File: config.mk
export PLATFORM = sky130hd
export DESIGN_NAME = shift_unit
export DESIGN_NICKNAME = d
export VERILOG_FILES = /design/src/rtl/shift_unit_pkg.sv /design/src/rtl/shift_amt_decode.sv /design/src/rtl/shift_core.sv /design/src/rtl/shift_unit.sv
export SDC_FILE = /design/constraint.sdc
export NUM_CORES = 1
export LEC_CHECK = 0
export CAP_MARGIN = 20
export CELL_PAD_IN_SITES_DETAIL_PLACEMENT = 1
export CELL_PAD_IN_SITES_GLOBAL_PLACEMENT = 1
export CORE_AREA = 5 5 98 192
export DETAILED_ROUTE_END_ITERATION = 12
export DIE_AREA = 0 0 103 197
export DONT_BUFFER_PORTS = 1
export GPL_TIMING_DRIVEN = 0
export PLACE_DENSITY = 0.78
export REMOVE_ABC_BUFFERS = 1
export SLEW_MARGIN = 30
export SYNTH_ARGS = -nofsm -noshare
export SYNTH_HDL_FRONTEND = slang
export SYNTH_SLANG_ARGS = --single-unit
File: constraint.sdc
create_clock -name clk -period 7.1 [get_ports clk]
set_clock_uncertainty 0.2 [all_clocks]
set_input_delay 0.355 -clock clk [delete_from_list [all_inputs] [get_ports clk]]
set_output_delay 0.355 -clock clk [all_outputs]
set_load 0.01 [all_outputs]
File: src/rtl/shift_unit_pkg.sv
package shift_unit_pkg;

  typedef enum logic [1:0] {
    SHK_LSL = 2'd0,
    SHK_LSR = 2'd1,
    SHK_ASR = 2'd2,
    SHK_ROR = 2'd3
  } shift_kind_e;

  typedef enum logic [1:0] {
    SHM_PASS  = 2'd0,
    SHM_RRX   = 2'd1,
    SHM_SHIFT = 2'd2
  } shift_mode_e;

endpackage

File: src/rtl/shift_amt_decode.sv
// Normalises immediate/register amounts into one canonical operation:
// pass-through, rotate-through-carry, or a shift by n (n may exceed DATA_W).
module shift_amt_decode
  import shift_unit_pkg::*;
#(
  parameter int DATA_W    = 32,
  parameter int REG_AMT_W = 8,
  localparam int SH_W     = $clog2(DATA_W),
  localparam int N_W      = $clog2(DATA_W + 2)
) (
  input  shift_kind_e          kind,
  input  logic [REG_AMT_W-1:0] amt,
  input  logic                 from_reg,
  output shift_mode_e          mode,
  output logic [N_W-1:0]       n
);

  localparam logic [REG_AMT_W-1:0] FULL = REG_AMT_W'(DATA_W);

  logic [SH_W-1:0] imm_n;
  logic [SH_W-1:0] rot_res;

  assign imm_n   = amt[SH_W-1:0];
  assign rot_res = amt[SH_W-1:0];

  always_comb begin
    mode = SHM_SHIFT;
    n    = '0;
    if (!from_reg) begin
      if (imm_n == '0) begin
        unique case (kind)
          SHK_LSL: mode = SHM_PASS;
          SHK_ROR: mode = SHM_RRX;
          default: n = N_W'(DATA_W);
        endcase
      end else begin
        n = N_W'(imm_n);
      end
    end else if (amt == '0) begin
      mode = SHM_PASS;
    end else begin
      unique case (kind)
        SHK_LSL, SHK_LSR: n = (amt > FULL) ? N_W'(DATA_W + 1) : N_W'(amt);
        SHK_ASR:          n = (amt >= FULL) ? N_W'(DATA_W) : N_W'(amt);
        default:          n = (rot_res == '0) ? N_W'(DATA_W) : N_W'(rot_res);
      endcase
    end
  end

endmodule

File: src/rtl/shift_core.sv
// Combinational shifter on a canonical operation. Each shift runs on a
// widened word so the carry falls out as the bit just past the result.
module shift_core
  import shift_unit_pkg::*;
#(
  parameter int DATA_W = 32,
  localparam int N_W   = $clog2(DATA_W + 2),
  localparam int WW    = 2 * DATA_W + 2
) (
  input  logic [DATA_W-1:0] data,
  input  shift_kind_e       kind,
  input  shift_mode_e       mode,
  input  logic [N_W-1:0]    n,
  input  logic              cin,
  output logic [DATA_W-1:0] res,
  output logic              cout
);

  logic          fill;
  logic [WW-1:0] left_w;
  logic [WW-1:0] right_w;
  logic [WW-1:0] rot_w;

  assign fill    = (kind == SHK_ASR) & data[DATA_W-1];
  // Left: {zeros, data}; bit DATA_W after the shift is the carry.
  assign left_w  = {{(DATA_W + 2){1'b0}}, data} << n;
  // Right: {fill, data, guard}; the guard bit after the shift is the carry.
  assign right_w = {{(DATA_W + 1){fill}}, data, 1'b0} >> n;
  // Rotate: {pad, data, data, guard}; n in 1..DATA_W.
  assign rot_w   = {1'b0, data, data, 1'b0} >> n;

  always_comb begin
    res  = data;
    cout = cin;
    unique case (mode)
      SHM_RRX: begin
        res  = {cin, data[DATA_W-1:1]};
        cout = data[0];
      end
      SHM_SHIFT: begin
        unique case (kind)
          SHK_LSL: begin
            res  = left_w[DATA_W-1:0];
            cout = left_w[DATA_W];
          end
          SHK_ROR: begin
            res  = rot_w[DATA_W:1];
            cout = rot_w[0];
          end
          default: begin
            res  = right_w[DATA_W:1];
            cout = right_w[0];
          end
        endcase
      end
      default: ;
    endcase
  end

endmodule

File: src/rtl/shift_unit.sv
module shift_unit
  import shift_unit_pkg::*;
#(
  parameter int DATA_W    = 32,
  parameter int REG_AMT_W = 8,
  localparam int N_W      = $clog2(DATA_W + 2)
) (
  input  logic                 clk,
  input  logic                 rst,
  input  logic [DATA_W-1:0]    src_data,
  input  logic [1:0]           shift_kind,
  input  logic [REG_AMT_W-1:0] shift_amt,
  input  logic                 amt_from_reg,
  input  logic                 carry_in,
  output logic [DATA_W-1:0]    shifted,
  output logic                 carry_out
);

  shift_kind_e       kind;
  shift_mode_e       mode;
  logic [N_W-1:0]    n;
  logic [DATA_W-1:0] res_c;
  logic              cout_c;

  assign kind = shift_kind_e'(shift_kind);

  shift_amt_decode #(.DATA_W(DATA_W), .REG_AMT_W(REG_AMT_W)) u_dec (
    .kind     (kind),
    .amt      (shift_amt),
    .from_reg (amt_from_reg),
    .mode     (mode),
    .n        (n)
  );

  shift_core #(.DATA_W(DATA_W)) u_core (
    .data (src_data),
    .kind (kind),
    .mode (mode),
    .n    (n),
    .cin  (carry_in),
    .res  (res_c),
    .cout (cout_c)
  );

  always_ff @(posedge clk) begin
    if (rst) begin
      shifted   <= '0;
      carry_out <= 1'b0;
    end else begin
      shifted   <= res_c;
      carry_out <= cout_c;
    end
  end

endmodule

==> impl_metrics.tcl <==
set metrics [dict create \
    core_um2 17200 \
    cts_max_path_buffers 2 \
    synth_common_cells "126 x nand2_1, 108 x nor2_1, 86 x a21oi_1" \
    post-synth-top-count-cell "nand2_1" \
    post_drt_wl_per_cell_um 41.3 \
    synth_top_cell_by_area "dfxtp_1" \
    antenna_left 0 \
    cpLargestDelayFamily "compound AO/OA/AOI/OAI gates" \
    first_global_vias 10900 \
    path_clk_slew_ns 0.07 \
    grt_pass1_wl_um 75300 \
    arrival_ns 5.64 \
    ctsHtreeMaxLevel 2 \
    gr-usage-all-layers_pct 51.3 \
    whs_ns 0.0145 \
    fin_area_um2 8380 \
    maxCapViolCount 0 \
    route.detailed.drc 0 \
    n_antenna_cell 0 \
    cts_tree "built" \
    grt_max_degree 61 \
    start_util_pct 46.0 \
    synthCells 1140 \
    synth-edff-count 0 \
    powerDensity_nw_per_um2 164 \
    synthesis.area_um2 7910 \
    cp-end-kind "flip-flop" \
    ys_seq_area_share_pct 8.35 \
    worst_path_max_delay_cell "o41ai_1" \
    ctsHoldBuffers 3 \
    min_to "shifted[19]" \
    place_area_um2 8150 \
    route.met2.wl_um 22500 \
    cts_resized 0 \
    ys_ff_latch 33 \
    die_area_um2 20300 \
    wl_met3_um 7040 \
    worstPathRequired_ns 7.10 \
    vias 11000 \
    routed_wl_um 52300 \
    vias_per_cell 8.66 \
    clock-sinks 33 \
    syn_avg_cell_area_um2 6.94 \
    path_class "in -> reg" \
    rows 68 \
    syn_to_final_growth_pct 5.96 \
    start_kind "input port" \
    cts_buffers 5 \
    finalPower_uw 1370 \
    relSlewSlack_pct 29.3 \
    final-hold-violation-count 0 \
    fp.dieH_um 197 \
    status "finished clean" \
    drv_slew 0 \
    portBuffers 0 \
    min_period_ns 5.64 \
    async_reset_ff_share_pct 0 \
    rsz0062_at_grt "false" \
    cp_max_fo 60 \
    wirelength_met1_um 16200 \
    critPathMaxStageDelay_ns 0.86 \
    synthFlopType "dfxtp_1" \
    setup_tns_ns 0 \
    synth_top_area_share_pct 8.35 \
    ys_types 93 \
    min-delay-start "rst" \
    fp.dieW_um 103 \
    antenna_found_initial 3 \
    period_share_pct 79.5 \
    highest_layer "met5" \
    worstHoldPathCells 1 \
    critPathBufInv 2 \
    root_buffer "clkbuf_16" \
    hp-class "in -> reg" \
    crit_chain "inv_1 > ha_2 > or2_0 > a31o_2 > nand3_4 > mux2_4 > and2_0 > o41ai_1 > nand2_1 > o22ai_1 > a221oi_2 > dlygate4sd3_1" \
    worst_slew_pin_slew_ns 1.06 \
    post-route-util_pct 48.8 \
    dr.pass1.iters 8 \
    irDropWorstVdd_mv 0.121 \
    synth_area_leaders "dfxtp_1 8.3%, mux4_2 7.4%, nand2_1 6.0%, mux2i_1 5.9%, a21oi_1 5.4%" \
    leakagePower_uw 0.00296 \
    max_freq_mhz 177 \
    place.gp.congestion 1.07 \
    io_pins 79 \
    drive_gt1_share_pct 12.8 \
    setup_violations 0 \
    postCtsSetupBuffers 0 \
    synth_warnings 0 \
    drt-initial-drc-count 1485 \
    dpl.hpwl_um 38100 \
    nets 1109 \
    grt_overflow 0 \
]
==> per-stage QoR <==
stage,cells,setup slack [ns]
floorplan,1020,-0.352
global placement,1230,-5.16
detailed placement,1255,1.73
CTS,1266,1.56
global route,1267,1.27
finish,1267,1.46
==> flip-flops by register name, summed over array words and instances, names as in the netlist <==
name / flops
shifted: 32
carry_out: 1
==> how the worst max path moves through the flow <==
stage,start,end,cells after the start
after detailed placement,shift_kind[0],carry_out,11
after CTS,shift_kind[0],shifted[12],12
after floorplan,shift_kind[0],shifted[20],10
final,shift_kind[0],shifted[12],12
after global routing,shift_kind[1],shifted[12],12
after global placement,shift_kind[0],shifted[19],11
==> area by class of cell <==
cell class | count | area [um2]
fillers | 2195 | 8800
well taps | 210 | 263
clock buffers | 7 | 143
clock inverters | 1 | 30.0
inverters | 28 | 105
repair buffers | 29 | 512
flip-flops and latches | 33 | 661
multi-input cells | 959 | 6670
==> per-layer routing <==
layer / vias to the layer above / global-route usage (%)
met3: 451 / 18.7
met4: 6 / 44.9
met1: 5196 / 56.1
met2: 1022 / 75.8
met5: - / 3.33
li1: 4295 / -
==> power by group <==
group          total (uW)  internal, uW  switching, uW
sequential            230           210           20.5
clock                 280           176            104
combinational         861           290            571
total                1370           676            696
==> cell families (layout without fill, tap and decap cells) <==
kind of cell | after synthesis | after routing | synth area share (%)
buf+inv | 148 | 65 | 8.95
fa+ha+maj | 7 | 7 | 1.11
simple gates | 395 | 395 | 23.7
compound gates | 472 | 472 | 42.7
mux | 85 | 85 | 15.2
flops | 33 | 33 | 8.35
==> placed cells by master (no fill, tap or decap), drive strengths merged, types with 8 or more instances in the layout <==
cell	count
nand2	127
nor2	109
o21ai	89
a21oi	88
mux2i	48
nor3	47
o22ai	34
dfxtp	33
nand3	33
a211oi	30
o211ai	30
a31oi	28
inv	27
mux4	26
buf	26
nor4	19
a221oi	19
o32ai	17
and3	15
o31ai	14
a2111oi	13
o221ai	12
mux2	11
or2	10
or3	9
o21a	9
a21o	9
o31a	8
Note: power is estimated with default switching activity, not from simulation.
